<file path="src/rtl/rcs_pkg.sv">
package rcs_pkg;
  localparam int NCAUSE = 5;
  localparam int C_CRC  = 0;
  localparam int C_EXT  = 1;
  localparam int C_USER = 2;
  localparam int C_CFG  = 3;
  localparam int C_WDOG = 4;
  typedef logic [NCAUSE-1:0] cause_t;
  localparam cause_t ERROR_MASK = ~(cause_t'(1) << C_USER);
endpackage

</file>
<file path="src/rtl/rcs_ctrl_regs.sv">
module rcs_ctrl_regs #(
  parameter int ADDR_W = 24,
  parameter int WD_W   = 12,
  localparam int CTRL_W = ADDR_W + WD_W + 2
) (
  input  logic                  clk,
  input  logic                  rst,
  input  logic                  wr_en,
  input  logic                  wr_app,
  input  logic [ADDR_W-1:0]     wr_start,
  input  logic                  wr_wd_en,
  input  logic [WD_W-1:0]       wr_timeout,
  input  logic                  fallback,
  input  logic                  rd_en,
  input  logic                  rd_sel,
  input  rcs_pkg::cause_t       status_in,
  output logic                  app_o,
  output logic [ADDR_W-1:0]     start_o,
  output logic                  wd_en_o,
  output logic [WD_W-1:0]       timeout_o,
  output logic                  rd_valid,
  output logic [CTRL_W-1:0]     rd_data
);
  import rcs_pkg::*;

  logic              app_q;
  logic [ADDR_W-1:0] start_q;
  logic              wd_en_q;
  logic [WD_W-1:0]   timeout_q;

  always_ff @(posedge clk) begin
    if (rst) begin
      app_q     <= 1'b0;
      start_q   <= '0;
      wd_en_q   <= 1'b0;
      timeout_q <= '0;
    end else begin
      if (wr_en && !app_q) begin
        app_q     <= wr_app;
        start_q   <= wr_start;
        wd_en_q   <= wr_wd_en;
        timeout_q <= wr_timeout;
      end
      if (fallback) app_q <= 1'b0;
    end
  end

  always_ff @(posedge clk) begin
    if (rst) begin
      rd_valid <= 1'b0;
      rd_data  <= '0;
    end else begin
      rd_valid <= rd_en;
      if (rd_en) begin
        if (rd_sel) rd_data <= {{(CTRL_W-NCAUSE){1'b0}}, status_in};
        else        rd_data <= {timeout_q, wd_en_q, start_q, app_q};
      end
    end
  end

  assign app_o     = app_q;
  assign start_o   = start_q;
  assign wd_en_o   = wd_en_q;
  assign timeout_o = timeout_q;

  AST_FALLBACK_FLAG: assert property (@(posedge clk) disable iff (rst)
    fallback |=> !app_q);
  AST_APP_LOCK: assert property (@(posedge clk) disable iff (rst)
    (app_q && !fallback) |=> ($stable(start_q) && $stable(timeout_q) && $stable(wd_en_q) && app_q));
  AST_READ_LATENCY: assert property (@(posedge clk) disable iff (rst)
    rd_en |=> rd_valid);
endmodule

</file>
<file path="src/rtl/rcs_watchdog.sv">
module rcs_watchdog #(
  parameter int WD_W     = 12,
  parameter int WD_SHIFT = 17,
  localparam int CNT_W   = WD_W + WD_SHIFT
) (
  input  logic            clk,
  input  logic            rst,
  input  logic            app,
  input  logic            wd_en,
  input  logic [WD_W-1:0] timeout,
  input  logic            kick,
  input  logic            restart,
  output logic            fire
);
  logic [CNT_W-1:0] count_q;
  logic [CNT_W-1:0] terminal;
  logic             active;

  generate
    if (WD_SHIFT > 0) begin : g_shifted
      assign terminal = {timeout, {WD_SHIFT{1'b0}}};
    end else begin : g_plain
      assign terminal = timeout;
    end
  endgenerate

  assign active = app && wd_en;
  assign fire   = active && (count_q == terminal);

  always_ff @(posedge clk) begin
    if (rst || !active || kick || restart) count_q <= '0;
    else                                   count_q <= count_q + CNT_W'(1);
  end

  AST_WD_BOUND: assert property (@(posedge clk) disable iff (rst)
    active |-> (count_q <= terminal));
  AST_WD_IDLE: assert property (@(posedge clk) disable iff (rst)
    !active |=> (count_q == '0));
  AST_WD_KICK: assert property (@(posedge clk) disable iff (rst)
    kick |=> (count_q == '0));
endmodule

</file>
<file path="src/rtl/rcs_cause_unit.sv">
module rcs_cause_unit #(
  parameter int ADDR_W = 24
) (
  input  logic              clk,
  input  logic              rst,
  input  logic              trig_crc,
  input  logic              trig_ext,
  input  logic              trig_user,
  input  logic              trig_cfg,
  input  logic              wd_fire,
  input  logic              app,
  input  logic [ADDR_W-1:0] start,
  output logic              fallback,
  output logic              any_cause,
  output rcs_pkg::cause_t   status,
  output logic              req_valid,
  output logic [ADDR_W-1:0] req_addr
);
  import rcs_pkg::*;

  cause_t causes;

  always_comb begin
    causes         = '0;
    causes[C_CRC]  = trig_crc;
    causes[C_EXT]  = trig_ext;
    causes[C_USER] = trig_user;
    causes[C_CFG]  = trig_cfg;
    causes[C_WDOG] = wd_fire;
  end

  assign any_cause = |causes;
  assign fallback  = |(causes & ERROR_MASK);

  always_ff @(posedge clk) begin
    if (rst) begin
      status    <= '0;
      req_valid <= 1'b0;
      req_addr  <= '0;
    end else begin
      req_valid <= any_cause;
      if (any_cause) begin
        status   <= causes;
        req_addr <= (!fallback && app) ? start : '0;
      end
    end
  end

  AST_REQ_PULSE: assert property (@(posedge clk) disable iff (rst)
    any_cause |=> req_valid);
  AST_REQ_QUIET: assert property (@(posedge clk) disable iff (rst)
    !any_cause |=> !req_valid);
  AST_FALLBACK_ADDR: assert property (@(posedge clk) disable iff (rst)
    fallback |=> (req_addr == '0));
  AST_USER_ADDR: assert property (@(posedge clk) disable iff (rst)
    (any_cause && !fallback && app) |=> (req_addr == $past(start)));
  AST_STATUS_HOLD: assert property (@(posedge clk) disable iff (rst)
    !any_cause |=> $stable(status));
endmodule

</file>
<file path="src/rtl/reconfig_supervisor.sv">
module reconfig_supervisor #(
  parameter int ADDR_W   = 24,
  parameter int WD_W     = 12,
  parameter int WD_SHIFT = 17,
  localparam int CTRL_W  = ADDR_W + WD_W + 2
) (
  input  logic              clk,
  input  logic              rst,
  input  logic              wr_en,
  input  logic              wr_app,
  input  logic [ADDR_W-1:0] wr_start,
  input  logic              wr_wd_en,
  input  logic [WD_W-1:0]   wr_timeout,
  input  logic              rd_en,
  input  logic              rd_sel,
  output logic              rd_valid,
  output logic [CTRL_W-1:0] rd_data,
  input  logic              wd_kick,
  input  logic              trig_crc,
  input  logic              trig_ext_err,
  input  logic              trig_user,
  input  logic              trig_cfg_rst,
  output logic              app_mode,
  output logic [4:0]        status,
  output logic              req_valid,
  output logic [ADDR_W-1:0] req_addr
);
  import rcs_pkg::*;

  logic              app_w;
  logic [ADDR_W-1:0] start_w;
  logic              wd_en_w;
  logic [WD_W-1:0]   timeout_w;
  logic              fallback_w;
  logic              any_w;
  logic              fire_w;
  cause_t            status_w;

  rcs_ctrl_regs #(.ADDR_W(ADDR_W), .WD_W(WD_W)) u_regs (
    .clk(clk), .rst(rst),
    .wr_en(wr_en), .wr_app(wr_app), .wr_start(wr_start),
    .wr_wd_en(wr_wd_en), .wr_timeout(wr_timeout),
    .fallback(fallback_w),
    .rd_en(rd_en), .rd_sel(rd_sel), .status_in(status_w),
    .app_o(app_w), .start_o(start_w), .wd_en_o(wd_en_w), .timeout_o(timeout_w),
    .rd_valid(rd_valid), .rd_data(rd_data)
  );

  rcs_watchdog #(.WD_W(WD_W), .WD_SHIFT(WD_SHIFT)) u_wd (
    .clk(clk), .rst(rst),
    .app(app_w), .wd_en(wd_en_w), .timeout(timeout_w),
    .kick(wd_kick), .restart(any_w), .fire(fire_w)
  );

  rcs_cause_unit #(.ADDR_W(ADDR_W)) u_cause (
    .clk(clk), .rst(rst),
    .trig_crc(trig_crc), .trig_ext(trig_ext_err), .trig_user(trig_user),
    .trig_cfg(trig_cfg_rst), .wd_fire(fire_w),
    .app(app_w), .start(start_w),
    .fallback(fallback_w), .any_cause(any_w),
    .status(status_w), .req_valid(req_valid), .req_addr(req_addr)
  );

  assign app_mode = app_w;
  assign status   = status_w;
endmodule

</file>
<file path="config.mk">
export PLATFORM = sky130hd
export DESIGN_NAME = reconfig_supervisor
export DESIGN_NICKNAME = d
export VERILOG_FILES = /design/src/rtl/rcs_pkg.sv /design/src/rtl/rcs_ctrl_regs.sv /design/src/rtl/rcs_watchdog.sv /design/src/rtl/rcs_cause_unit.sv /design/src/rtl/reconfig_supervisor.sv
export SDC_FILE = /design/constraint.sdc
export NUM_CORES = 1
export LEC_CHECK = 0
export BUFFER_PORTS_ARGS = -buffer_cell sky130_fd_sc_hd__buf_4
export CAP_MARGIN = 20
export CORE_MARGIN = 2
export CORE_UTILIZATION = 48
export DETAILED_ROUTE_END_ITERATION = 12
export PLACE_DENSITY = 0.74
export SLEW_MARGIN = 10
export SYNTH_ARGS = -nofsm -noshare
export SYNTH_HDL_FRONTEND = slang
export SYNTH_HIERARCHICAL = 1
export SYNTH_SLANG_ARGS = --single-unit
</file>
<file path="constraint.sdc">
create_clock -name clk -period 2.39 [get_ports clk]
set_input_delay 0.1195 -clock clk [delete_from_list [all_inputs] [get_ports clk]]
set_output_delay 0.1195 -clock clk [all_outputs]
set_load 0.01 [all_outputs]
</file>
==> results of run 1 <==
[cell type report]
type	count	area, sq um	area share
Sequential cell	136	2720	0.351
Inverter	8	30.0	0.00387
Antenna cell	1	2.50	0.000322
Clock inverter	13	124	0.0159
Multi-Input combinational cell	466	2880	0.370
Tap cell	168	210	0.0271
Timing Repair Buffer	165	1360	0.175
Clock buffer	19	443	0.0570
[stage by stage]
step,cell area [sq um],utilization,total power (uW),cells
6_report,7770,0.644,5260,976
5_1_grt,7760,0.644,5430,975
4_1_cts,7760,0.643,5290,974
3_5_place_dp,6810,0.564,2760,904
3_3_place_gp,6810,0.564,2750,904
2_1_floorplan,5970,-,2630,662
[worst reg2reg max path, cell delays in order (launching register included)]
cell and delay (ps):
dfxtp_1 370, inv_1 60, ha_1 170, nor4b_1 140
nand4_1 100, nor3_1 80, or4_4 570, nand2b_4 190
or2_2 410, a21oi_1 140
[power groups by stage]
stage | sequential (uW) | clock (uW) | combinational (uW)
after floorplan | 2420 | 0 | 214
after CTS | 2370 | 2530 | 393
after detailed placement | 2420 | 0 | 342
after global placement | 2420 | 0 | 338
final | 2370 | 2490 | 396
after global routing | 2380 | 2630 | 428
[cell usage in the layout (no fill, tap or decap), types with 3 or more instances in the layout]
cell / Yosys / routed
xnor2_1: 7 / 7
nand2b_1: 60 / 59
clkinv_4: 0 / 3
or3_1: 10 / 10
nand2_1: 88 / 88
nand3b_1: 33 / 33
clkbuf_16: 0 / 17
nor3_1: 9 / 9
a211oi_2: 24 / 24
inv_1: 8 / 8
and2_1: 3 / 3
nand4_1: 7 / 7
clkinvlp_4: 0 / 6
o31ai_1: 7 / 7
nor2_1: 19 / 18
nand3_1: 39 / 39
buf_4: 9 / 125
dfxtp_1: 136 / 135
a211oi_1: 5 / 5
o22ai_1: 5 / 5
o21ai_0: 5 / 5
xor2_1: 16 / 16
dlygate4sd3_1: 0 / 38
or3b_2: 4 / 4
nor4_1: 7 / 7
a21oi_1: 81 / 81
mux2i_1: 9 / 9
or4_1: 8 / 8
[final timing paths]
kind	start	endpoint	slack, ps	cells after the start
setup reg to reg	u_wd/count_q[1]	u_wd/count_q[18]	90	9
hold reg to reg	u_wd/count_q[0]	u_wd/count_q[0]	440	1
setup / recovery	u_wd/count_q[1]	u_wd/count_q[18]	90	9
hold / removal	trig_ext_err	u_cause/status[1]	20	3
[flip-flops by register name, indices dropped and copies added, names as in the netlist]
name / count
u_regs/rd_data: 38
u_wd/count_q: 29
u_cause/req_addr: 24
u_regs/start_o: 24
u_regs/timeout_o: 12
u_cause/status: 5
u_cause/req_valid: 1
u_regs/app_o: 1
u_regs/rd_valid: 1
u_regs/wd_en_o: 1
[logic make-up (layout without fill, tap and decap cells)]
family	count (synthesis)	after routing	synth area share
multiplexers	9	9	0.0151
AND/OR/NAND/NOR	301	302	0.279
XOR/XNOR	23	23	0.0339
AO/OA/AOI/OAI	130	130	0.148
flip-flops	136	136	0.458
other	0	1	0
adder cells (fa/ha/maj)	2	2	0.00421
buffers and inverters	61	205	0.0619
[layer usage]
metal  vias up  GRT usage  wire length (um)
li1       2567          -                 -
met1      2501      0.298              6910
met2       166      0.384              7790
met3        22     0.0638               918
met4         0      0.101               243
met5         -          0                 0
[repair_timing]
| item | CTS | global route |
|---|---|---|
| resized for setup | 1 | 1 |
| endpoints found under the hold margin | 38 | 0 |
| pin swaps | 0 | 1 |
| cloned | 0 | 1 |
| setup endpoints to repair | 17 | 5 |
| hold buffers | 38 | 0 |
==> impl_metrics.py, run 1 <==
metrics = {
    "run_status": {
        "status": "complete, no violations",
    },
    "sta": {
        "tightest_slew_ps": 670,
        "fmax_mhz": 436,
        "finalHoldViolations": 0,
        "rsz0062_at_grt": "no",
        "skew_ps": 8.12,
        "tns_ps": 0,
        "fin_hold_ws_ps": 15.1,
        "period_share": 0.961,
        "worst_slack_ps": 93.8,
        "slew_headroom": 0.553,
        "finalMaxSlewViolations": 0,
        "min_period_ps": 2300,
        "setup_viol_count_final": 0,
    },
    "clock_tree": {
        "cts_setup_buffers": 0,
        "root_buffer": "clkbuf_16",
        "cts.reportedPaths.clkPinSlew_ps": 60,
        "cts_num_sinks": 136,
        "numCtsBuffers": 17,
        "cts_buffer_depth": 2,
        "cts_tree": "done",
        "clkLatencyLatePin_ps": 410,
        "htree_levels": 4,
    },
    "yosys": {
        "synth_top_area_cell": "dfxtp_1",
        "syn_area_sq_um": 5950,
        "ys.flop_type": "dfxtp_1",
        "synth_top_area_frac": 0.458,
        "async_reset_ff_frac": 0,
        "yosysUniqueCellTypes": 46,
        "synth-edff-count": 0,
        "synthCells": 662,
        "yosysMostFrequentCell": "dfxtp_1",
        "synth.net_count": 712,
        "ys_ff_latch": 136,
        "avgSynthCellArea_sq_um": 8.98,
        "synth_common_cells": "136 x dfxtp_1, 88 x nand2_1, 81 x a21oi_1",
        "ys_warn_count": 6,
        "synth_area_leaders": "dfxtp_1 46%, a21oi_1 6.8%, nand2b_1 6.3%, nand2_1 5.6%, a211oi_2 5.0%",
        "ys_seq_area_frac": 0.458,
    },
    "drt": {
        "vias_per_cell": 5.39,
        "first_pass_iters": 7,
        "drc": 0,
        "drt_iter0_drc": 474,
        "wl_mm": 15.9,
        "via_count": 5256,
        "wl_per_cell_um": 16.2,
        "detail-route-antenna-nets": 0,
    },
    "worst_setup_path": {
        "critical_path.endpoint_type": "flop",
        "worstPathMaxFanout": 12,
        "worst-setup-path-type": "flop to flop",
        "worstPathArrival_ps": 2640,
        "crit_family": "simple AND/OR/NAND/NOR gates",
        "slowest_stage": "or4_4",
        "cp_cell_sequence": "inv_1, ha_1, nor4b_1, nand4_1, nor3_1, or4_4, nand2b_4, or2_2, a21oi_1",
        "crit_buf_inv": 1,
        "cpPeakStageDelay_ps": 570,
        "cp.required_ps": 2730,
        "critPathLaunchType": "flop",
    },
    "power_and_ir_drop": {
        "switching_share": 0.242,
        "combPwrFrac": 0.075,
        "p_leak_uw": 0.00285,
        "peakVddDrop_mv": 0.475,
        "internal-power_uw": 3990,
        "power.density_nw_per_um2": 677,
        "power_frac_clock": 0.474,
        "seqPwrFrac": 0.451,
        "switchingPower_uw": 1270,
    },
    "global_routing": {
        "grt.overflow.total": 0,
        "grt_pass1_wl_mm": 24.9,
        "grt_pass1_vias": 5130,
        "grt_max_degree": 78,
        "grt_use_total": 0.237,
        "antenna_found_initial": 0,
    },
    "cells_and_area": {
        "area_delta_synth_final_pct": 30.6,
        "final_nets": 844,
        "fill_cells": 964,
        "post_route_cells_drive_above_1_share": 0.248,
    },
    "place": {
        "hpwl_mm": 9.98,
        "gp_congestion": 0.907,
        "port_buffers": 117,
        "pre_cts_ws_ps": -60.0,
    },
    "die": {
        "core_area_sq_um": 12100,
        "dieHeight_um": 115,
        "die_w_um": 115,
        "ioPinCount": 118,
        "dieArea_sq_um": 13300,
        "num_rows": 40,
        "start_util": 0.493,
    },
    "worst_hold_path": {
        "holdCritPathClass": "input pin to flop",
    },
    "flow_run": {
        "max-cap-violations": 0,
    },
}
(Power assumes the default switching activity.)
==> inputs of run 2 (changes only) <==
- PLACE_DENSITY: 0.74 -> 0.71
- clock period: 2.39 -> 2.3 ns (I/O delays scaled with it)
==> run 2 against run 1 <==
Utilization up 0.41 points. Clock skew about the same. Count of clock-buffer cells in the layout up 7. Flip-flop and latch count unchanged. Die area unchanged. Critical path type unchanged. Cell count down 0.20%.
==> impl_metrics.py, run 2 (same netlist as run 1, synthesis figures left out) <==
metrics = {
    "run_status": {
        "status": "complete, no violations",
    },
    "sta": {
        "min_period_ps": 2170,
        "finalMaxSlewViolations": 0,
        "skew_ps": 7.82,
        "tns_ps": 0,
        "rsz0062_at_grt": "no",
        "setup_viol_count_final": 0,
        "slew_headroom": 0.538,
        "fmax_mhz": 462,
        "period_share": 0.941,
        "tightest_slew_ps": 693,
        "finalHoldViolations": 0,
    },
    "clock_tree": {
        "numCtsBuffers": 17,
        "cts_setup_buffers": 0,
        "htree_levels": 4,
        "clkLatencyLatePin_ps": 410,
        "cts_num_sinks": 136,
        "cts.reportedPaths.clkPinSlew_ps": 50,
        "cts_buffer_depth": 2,
        "root_buffer": "clkbuf_16",
        "cts_tree": "done",
    },
    "worst_setup_path": {
        "cp.required_ps": 2630,
        "cpPeakStageDelay_ps": 450,
        "r2r_slack_ps": 130,
        "worst-path-stages": 9,
        "cp_cell_sequence": "inv_1, ha_1, nor4b_1, nand4_1, nor3_2, or4_4, nand2b_4, or3_1, mux2i_1",
        "crit_family": "simple AND/OR/NAND/NOR gates",
        "crit_buf_inv": 1,
        "r2r-end": "u_wd/count_q[25]",
        "critPathLaunchType": "flop",
        "worstPathArrival_ps": 2490,
        "rr_worst_depth": 9,
        "worst-setup-path-type": "flop to flop",
        "critical_path.endpoint_type": "flop",
        "worstPathMaxFanout": 6,
        "reg2reg_from": "u_wd/count_q[0]",
        "slowest_stage": "or4_4",
    },
    "cells_and_area": {
        "final_nets": 847,
        "largest_register_ffs": 38,
        "largestRegisters": "u_regs/rd_data: 38 flops, u_wd/count_q: 29 flops",
        "antenna_cells": 0,
        "final_common_cell": "dfxtp_1",
        "final_cell_mix": "134 x dfxtp_1, 129 x buf_4, 88 x nand2_1",
        "top_register": "u_regs/rd_data",
        "area_delta_synth_final_pct": 31.5,
        "post_route_cells_drive_above_1_share": 0.248,
        "fin_cells": 974,
    },
    "power_and_ir_drop": {
        "peakVddDrop_mv": 0.529,
        "p_leak_uw": 0.00290,
        "p_total_uw": 5580,
        "power_frac_clock": 0.485,
        "internal-power_uw": 4400,
        "switching_share": 0.212,
        "combPwrFrac": 0.074,
        "power.density_nw_per_um2": 714,
        "seqPwrFrac": 0.441,
        "switchingPower_uw": 1190,
    },
    "drt": {
        "drt_iter0_drc": 316,
        "wl_mm": 15.6,
        "drc": 0,
        "via_count": 5320,
        "detail-route-antenna-nets": 0,
        "first_pass_iters": 6,
        "vias_per_cell": 5.46,
        "wl_per_cell_um": 16.0,
    },
    "worst_hold_path": {
        "min_to": "u_regs/app_o",
        "min-delay-start": "wr_app",
        "holdCritPathClass": "input pin to flop",
        "holdPathStages": 3,
    },
    "place": {
        "hpwl_mm": 10.1,
        "dp.cells": 907,
        "gp_congestion": 0.843,
        "port_buffers": 117,
    },
    "die": {
        "dieHeight_um": 115,
        "dieArea_sq_um": 13300,
        "num_rows": 40,
        "die_w_um": 115,
        "start_util": 0.493,
        "core_area_sq_um": 12100,
        "ioPinCount": 118,
    },
    "global_routing": {
        "antenna_found_initial": 0,
        "grt_pass1_vias": 5303,
        "grt_max_degree": 78,
        "grt_pass1_wl_mm": 25.3,
        "grt_use_total": 0.240,
        "grt.overflow.total": 0,
    },
    "flow_run": {
        "max-cap-violations": 0,
    },
}
[run 2: cell count changes in the layout (fill, tap and decap cells not counted), moves of 2 or more]
cell	delta
clkinvlp_4	-6
buf_4	+4
clkinv_4	-3
inv_6	-2
clkbuf_8	+6
[run 2: how the worst max path moves through the flow]
stage / start / end / slack [ps]
finish: u_wd/count_q[0] / u_wd/count_q[25] / 130
global route: u_wd/count_q[0] / u_wd/count_q[25] / 40
CTS: u_wd/count_q[1] / u_wd/count_q[25] / 10
detailed placement: u_wd/count_q[1] / u_wd/count_q[25] / 30
global placement: u_wd/count_q[1] / u_wd/count_q[17] / 160
floorplan: u_wd/count_q[0] / u_wd/count_q[19] / -10
[run 2: what timing repair did]
item | CTS | global route
resized for setup | 0 | 4
hold endpoints to repair | 39 | 0
hold buffers | 39 | 0
endpoints found under the setup margin | 0 | 26
[run 2: tightest hold or removal path, stage by stage]
cell     delay, ps
buf_4           80
a21oi_1         50
nor3_1         140
[run 2: through the flow]
| step | area [sq um] | util | setup WS (ps) | hold WS (ps) |
|---|---|---|---|---|
| after floorplan | 5990 | - | -9.73 | 251 |
| after global placement | 6820 | 0.566 | 159 | 368 |
| after detailed placement | 6820 | 0.566 | 27.2 | 372 |
| after CTS | 7800 | 0.647 | 10.6 | 11.8 |
| after global routing | 7820 | 0.648 | 35.5 | 25.2 |
| final | 7820 | 0.648 | 135 | 27.6 |
[run 2: cell type report]
cell class | instances | area (sq um)
fillers | 998 | 4240
well taps | 168 | 210
multi-input cells | 465 | 2880
repair buffers | 169 | 1380
flip-flops and latches | 136 | 2730
clock buffers | 26 | 529
inverters | 8 | 30.0
clock inverters | 2 | 60.1
[run 2: per-layer routing]
layer / track usage / share of wire / wire length [um]
met1: 0.290 / 0.43 / 6680
met2: 0.398 / 0.49 / 7650
met3: 0.0706 / 0.064 / 990
met4: 0.104 / 0.017 / 266
met5: 0 / 0 / 0
[run 2: power by group through the flow]
stage / sequential [uW] / clock [uW] / combinational [uW]
5_1_grt: 2470 / 2870 / 446
3_5_place_dp: 2510 / 0 / 356
4_1_cts: 2460 / 2750 / 411
3_3_place_gp: 2510 / 0 / 351
2_1_floorplan: 2510 / 0 / 223
6_report: 2460 / 2710 / 412
